### config.mk
export PLATFORM = sky130hd
export DESIGN_NAME = burst_addr_seq
export DESIGN_NICKNAME = d
export VERILOG_FILES = /design/src/rtl/bsq_pkg.sv /design/src/rtl/bsq_start_arb.sv /design/src/rtl/bsq_order.sv /design/src/rtl/bsq_beat_ctr.sv /design/src/rtl/burst_addr_seq.sv
export SDC_FILE = /design/constraint.sdc
export NUM_CORES = 1
export LEC_CHECK = 0
export ABC_AREA = 1
export BUFFER_PORTS_ARGS = -buffer_cell sky130_fd_sc_hd__buf_4
export CAP_MARGIN = 40
export CORE_MARGIN = 4
export CORE_UTILIZATION = 48
export DETAILED_ROUTE_END_ITERATION = 7
export GPL_ROUTABILITY_DRIVEN = 0
export PLACE_DENSITY_LB_ADDON = 0.08
export SYNTH_ARGS = -nofsm -noshare
export SYNTH_HDL_FRONTEND = slang
export SYNTH_SLANG_ARGS = --single-unit
### constraint.sdc
create_clock -name clk -period 2.51 [get_ports clk]
set_input_delay 0 -clock clk [delete_from_list [all_inputs] [get_ports clk]]
set_output_delay 0 -clock clk [all_outputs]
set_load 0.05 [all_outputs]
### src/rtl/bsq_pkg.sv
package bsq_pkg;

   typedef enum logic [1:0] {
      START_NONE = 2'd0,
      START_PROC = 2'd1,
      START_CTRL = 2'd2
   } start_kind_e;

endpackage

### src/rtl/bsq_start_arb.sv
// Decides which strobe, if any, opens a burst this cycle.
module bsq_start_arb
   import bsq_pkg::*;
(
   input  logic        proc_stb_n,
   input  logic        ctrl_stb_n,
   input  logic        sel_n,
   output start_kind_e kind,
   output logic        valid_d
);

   logic proc_ok;

   // the processor strobe counts only under an active primary select
   assign proc_ok = !proc_stb_n && !sel_n;

   always_comb begin
      kind    = START_NONE;
      valid_d = 1'b0;
      if (proc_ok) begin
         kind    = START_PROC;
         valid_d = 1'b1;
      end else if (!ctrl_stb_n) begin
         kind    = START_CTRL;
         valid_d = !sel_n;
      end
   end

endmodule

### src/rtl/bsq_order.sv
// Maps a starting offset and a beat number to the offset of that beat.
module bsq_order #(
   parameter int W = 2
) (
   input  logic [W-1:0] start,
   input  logic [W-1:0] beat,
   input  logic         il,
   output logic [W-1:0] off
);

   logic [W-1:0] lin_off;
   logic [W-1:0] il_off;

   assign lin_off = start + beat;

   for (genvar b = 0; b < W; b++) begin : g_il_bit
      assign il_off[b] = start[b] ^ beat[b];
   end

   assign off = il ? il_off : lin_off;

endmodule

### src/rtl/bsq_beat_ctr.sv
// Holds the starting offset and beat count; registers the offset output.
module bsq_beat_ctr #(
   parameter int W = 2
) (
   input  logic         clk,
   input  logic         srst_n,
   input  logic         load,
   input  logic         step,
   input  logic         il,
   input  logic [W-1:0] start_in,
   output logic [W-1:0] off_q
);

   logic [W-1:0] start_q;
   logic [W-1:0] cnt_q;
   logic [W-1:0] start_d;
   logic [W-1:0] cnt_d;
   logic [W-1:0] off_d;

   assign start_d = load ? start_in : start_q;
   assign cnt_d   = load ? '0 : cnt_q + 1'b1;

   bsq_order #(.W(W)) u_order (
      .start (start_d),
      .beat  (cnt_d),
      .il    (il),
      .off   (off_d)
   );

   always_ff @(posedge clk) begin
      if (!srst_n) begin
         start_q <= '0;
         cnt_q   <= '0;
         off_q   <= '0;
      end else if (load || step) begin
         start_q <= start_d;
         cnt_q   <= cnt_d;
         off_q   <= off_d;
      end
   end

endmodule

### src/rtl/burst_addr_seq.sv
module burst_addr_seq
   import bsq_pkg::*;
#(
   parameter int ADDR_W  = 17,
   parameter int BURST_W = 2
) (
   input  logic                      clk,
   input  logic                      srst_n,
   input  logic [ADDR_W-1:0]         addr_in,
   input  logic                      proc_stb_n,
   input  logic                      ctrl_stb_n,
   input  logic                      sel_n,
   input  logic                      adv_n,
   input  logic                      order_il,
   output logic [ADDR_W-BURST_W-1:0] upper_addr,
   output logic [BURST_W-1:0]        beat_off,
   output logic                      acc_valid
);

   localparam int UPPER_W = ADDR_W - BURST_W;

   if (BURST_W < 1) begin : g_bad_burst
      $error("burst_addr_seq: BURST_W must be at least 1");
   end
   if (UPPER_W < 1) begin : g_bad_addr
      $error("burst_addr_seq: ADDR_W must exceed BURST_W");
   end

   start_kind_e      kind;
   logic             valid_d;
   logic             load;
   logic             step;
   logic             valid_q;
   logic [UPPER_W-1:0] upper_q;

   bsq_start_arb u_arb (
      .proc_stb_n (proc_stb_n),
      .ctrl_stb_n (ctrl_stb_n),
      .sel_n      (sel_n),
      .kind       (kind),
      .valid_d    (valid_d)
   );

   assign load = (kind != START_NONE);
   assign step = !adv_n && valid_q && !load;

   always_ff @(posedge clk) begin
      if (!srst_n) begin
         valid_q <= 1'b0;
         upper_q <= '0;
      end else if (load) begin
         valid_q <= valid_d;
         upper_q <= addr_in[ADDR_W-1:BURST_W];
      end
   end

   bsq_beat_ctr #(.W(BURST_W)) u_ctr (
      .clk      (clk),
      .srst_n   (srst_n),
      .load     (load),
      .step     (step),
      .il       (order_il),
      .start_in (addr_in[BURST_W-1:0]),
      .off_q    (beat_off)
   );

   assign upper_addr = upper_q;
   assign acc_valid  = valid_q;

endmodule

# --- Word-level counts from Yosys, hierarchy flattened ---
# Cells that the tools add are included.
# Widths: inputs -> output; s select.
classes:
  addsub: 2
  mux: 7
  bitwise_logic: 2
  reduce_logical: 9
ops:
  columns: ["operator", "count"]
  rows:
  - ["$mux 2", 5]
  - ["$logic_not 1->1", 4]
  - ["$logic_and 1x1->1", 3]
  - ["$add 2x1->2 const B", 1]
  - ["$add 2x2->2", 1]
  - ["$mux 1", 2]
  - ["$reduce_bool 2->1", 1]
  - ["$xor 1x1->1", 2]
  - ["$logic_or 1x1->1", 1]
word_totals:
  reg_bits: 22
  elab_cells: 25

# --- Logic depth before layout (Yosys ltp) ---
logic_depth:
  ltp_word: 7
  ltp_mapped: 14
  mapped_depth_nobuf: 13

# --- Modules after synthesis ---
# From an unflattened synthesis, not the netlist that was laid out.
hier_totals:
  hier_cells: 129
  area_unflattened_um2: 940.9
by_module_without_submodules:
  columns: ["mod", "n_inst", "cells_per_inst", "area_each_um2", "seq_area_each_um2"]
  rows:
  - ["burst_addr_seq", 1, 73, 596.8, 320.3]
  - ["bsq_beat_ctr", 1, 37, 254.0, 120.1]
  - ["bsq_order", 1, 15, 67.6, 0.0]
  - ["bsq_start_arb", 1, 4, 22.5, 0.0]

# --- Worst setup path before layout ---
# Ideal clock, no wire load.
synth_path:
  kind: "register to register"
  start: "reg valid_q, in the netlist acc_valid"
  end: "reg u_ctr.off_q[0]"
  setup_time_ns: 0.116
  arrival_ns: 1.057
  required_ns: 2.394
  slack_ns: 1.337
  path_stages_with_launch: 6
  n_path_buf: 0
  synth_period_minus_slack_ns: 1.173
  cell_sequence: "dfxtp_1 -> nand2_1 -> nand2_1 -> inv_1 -> nor2_1 -> nor2_1"
synth_via:
  elab_chain_len: 3
synth_rtl:
  columns: ["element", "line", "text"]
  rows:
  - ["start, declared", "burst_addr_seq.sv:33", "logic valid_q;"]
  - ["start signal, assigned", "burst_addr_seq.sv:52", "valid_q <= valid_d;"]
  - ["$logic_and 1x1->1 (2 in a row)", "burst_addr_seq.sv:45", "assign step = !adv_n && valid_q && !load;"]
  - ["$logic_or 1x1->1", "bsq_beat_ctr.sv:35", "end else if (load || step) begin"]
  - ["end signal, assigned", "bsq_beat_ctr.sv:34", "off_q <= '0;"]
  - ["end signal, assigned", "bsq_beat_ctr.sv:38", "off_q <= off_d;"]
  - ["end, declared", "bsq_beat_ctr.sv:11", "output logic [W-1:0] off_q"]
# Every way passes these cells.
# A chain may end at the register's enable or synchronous reset.

# --- Worst setup path after layout ---
layout_path:
  start: "in sel_n"
  end: "reg u_ctr.off_q[1]"
layout_via:
  elab_chain_len: 7
layout_rtl:
  columns: ["element", "line", "text"]
  rows:
  - ["start, declared", "burst_addr_seq.sv:12", "input logic sel_n,"]
  - ["$logic_not 1->1", "bsq_start_arb.sv:15", "assign proc_ok = !proc_stb_n && !sel_n;"]
  - ["$logic_and 1x1->1", "bsq_start_arb.sv:15", null]
  - ["$mux 2", "bsq_start_arb.sv:20", "if (proc_ok) begin"]
  - ["$reduce_bool 2->1", "burst_addr_seq.sv:44", "assign load = (kind != START_NONE);"]
  - ["$mux 2", "bsq_beat_ctr.sv:21", "assign cnt_d = load ? '0 : cnt_q + 1'b1;"]
  - ["via u_ctr.cnt_d[0]", "bsq_beat_ctr.sv:17", "logic [W-1:0] cnt_d;"]
  - ["$add 2x2->2", "bsq_order.sv:14", "assign lin_off = start + beat;"]
  - ["$mux 2", "bsq_order.sv:20", "assign off = il ? il_off : lin_off;"]
# The timed path passes the listed nets, and every way through them passes these cells.

==> flow_summary.ini <==
[worst_setup_path]
cp_slowest_cell = dlygate4sd3_1
cp_data_arrival_time_ns = 2.13
cp-end-kind = register
crit_path_cell_trace = dlygate4sd3_1 > buf_4 > nand2_2 > nand2_4 > inv_1 > nor2_2 > ha_1 > nand2_1 > inv_1 > nand2_1 > nand2_1 > nand2_1 > nand3_1 > nand2_1 > inv_1
critPathLaunch = sel_n
cp.required_ns = 2.73
cp-start-kind = primary input
r2r_cells = 10
worstPathMaxFanout = 23
cpMostUsedCell = nand2_1
worstReg2RegStart = u_ctr.cnt_q[0]$_SDFFE_PN0P_
slowest_delay_ns = 0.54
critical_path_class = primary input to register

[run]
maxCapViolations = 0

[power_and_ir_drop]
clkPwrFrac_pct = 29.3
sw_frac_of_total_pct = 31.0
leakagePower_nw = 0.728
comb_power_share_pct = 28.0
p_int_mw = 0.636
ir_worst_vdd_mv = 0.450
power_density_nw_per_um2 = 643
power_switching_mw = 0.285
seq_power_share_pct = 42.6

[sta]
fin_tns_setup_ns = 0
max_freq_mhz = 523
slew_violations = 0
clock_skew_ns = 0.00163
fin_crit_sh_pct = 76.1
hold_viol = 0
hold_ws_ns = 0.00354
worst_pin_slew_ns = 0.513
period_minus_slack_ns = 1.91
maxSlewHeadroom_pct = 65.7
finalSetupViolCount = 0
rsz0062_at_grt = no

[cells_and_area]
antenna_cells = 0
fin_nets = 207
fillers = 136
drive_gt1_share_pct = 28.2
layout_common_cells = buf_4 (41), nor2_1 (34), dfxtp_1 (22)
utilization_pct = 81.2
area_growth_pct = 56.0
final_common_cell = buf_4

[drt]
drc = 0
drt_iter0_drc = 12
antenna_left = 0
num_vias = 946
viasPerCell = 4.59
wl_per_cell_um = 11.2
wirelength_um = 2300
dr.pass1.iters = 4

[clock_tree]
clockBufferDepth = 2
cts_setup_buffers = 0
cts.sinks = 22
insertion_delay_ns = 0.31
ctsHtreeMaxLevel = 1
cts_tree = done
cts-buffers-inserted = 3
path_clk_slew_ns = 0.12
root_buffer = clkbuf_4

[yosys]
syn_area_um2 = 918
synthCells = 124
synth_top_area_share_pct = 48.0
synth_top_area_cell = dfxtp_1
yosysSeqAreaShare_pct = 48.0
yosys-top-cells-area = dfxtp_1 (48%), nor2_1 (14%), nand2_1 (7.8%)
ys_ff_latch = 22
synth-warning-count = 0
ys_types = 18
synth_nets = 149
syn_avg_cell_area_um2 = 7.41

[floorplanning]
die_y_um = 51.7
start_util_pct = 52.1
die_x_um = 51.7
num_io_pins = 42
core-area_um2 = 1760
dieArea_um2 = 2680
rows = 15

[run_status]
status = complete, no violations

[place]
port_buffers = 41
dp_hpwl_um = 1480

[grt]
grt_pass1_wl_um = 3990
grt_max_degree = 24
antenna_found_initial = 0
grt_pass1_vias = 963
globalRouteTotalUtil_pct = 20.0
globalRouteOverflowTotal = 0

[hold_path]
worstHoldStart = addr_in[2]
min_path_cells = 3
hold_class = primary input to register
-- what timing repair did --
| item | in CTS | in global routing |
|---|---|---|
| gates resized for setup | 0 | 0 |
| endpoints found under the hold margin | 15 | 0 |
| hold buffers | 16 | 0 |
-- synth_stat cells (all sizes together) --
cell type and count:
a21oi 3, buf 3, clkbuf 1, dfxtp 22, ha 1, inv 14, nand2 22, nand3 5
nor2 35, o21ai 18
-- layer usage --
metal | wire, µm | global-route usage [%] | vias up
li1 | - | - | 500
met1 | 938 | 21.1 | 419
met2 | 1210 | 39.8 | 25
met3 | 139 | 3.72 | 2
met4 | 12 | 4.80 | 0
met5 | 0 | 0 | -
-- worst paths after layout --
check | to | slack (ns)
worst max-delay path | u_ctr.off_q[1]$_SDFFE_PN0P_ | 0.60
worst min-delay path | upper_addr[0]$_SDFFE_PN0P_ | 0.004
worst max register to register | u_ctr.off_q[1]$_SDFFE_PN0P_ | 1.25
worst min register to register | upper_addr[1]$_SDFFE_PN0P_ | 0.50
-- power by group through the flow --
stage / combinational (mW) / clock [mW] / sequential [mW]
after floorplan: 0.0754 / 0 / 0.487
after global routing: 0.281 / 0.286 / 0.396
final: 0.258 / 0.270 / 0.393
after global placement: 0.233 / 0 / 0.400
after detailed placement: 0.236 / 0 / 0.400
after CTS: 0.257 / 0.274 / 0.393
-- stage by stage --
stage          cell area, µm²  std cells  setup WS (ns)  total power, mW
6_report                 1430        206          0.600            0.921
5_1_grt                  1430        206          0.395            0.963
4_1_cts                  1430        206          0.610            0.923
3_5_place_dp             1220        186          0.823            0.637
2_1_floorplan             918        124           1.34            0.562
3_3_place_gp             1220        186          0.889            0.633
-- registers in the layout, summed over array words and instances (netlist names) --
signal	flops
u_ctr.start_q	2
upper_addr	15
u_ctr.off_q	2
u_ctr.cnt_q	2
acc_valid	1
-- critical path, delay by kind of cell --
family | cells | cell delay [ns]
adders and majority gates | 1 | 0.21
buffers and inverters | 5 | 1.19
and+or+nand+nor | 9 | 0.72
-- cells by family after synthesis --
group | after synthesis | synth area share, %
fa+ha+maj | 1 | 1.36
compound gates | 21 | 11.9
flops | 22 | 48.0
simple gates | 62 | 29.0
buf+inv | 18 | 9.81
-- final cells by class --
class                   instances  area [µm²]  area share (%)
repair buffers                 57         468            32.7
flip-flops and latches         22         440            30.7
well taps                      25        31.3            2.18
clock buffers                   3        22.5            1.57
inverters                      14        52.6            3.67
multi-input cells              84         388            27.1
clock inverters                 1        30.0            2.10
(Power assumes the default switching activity.)
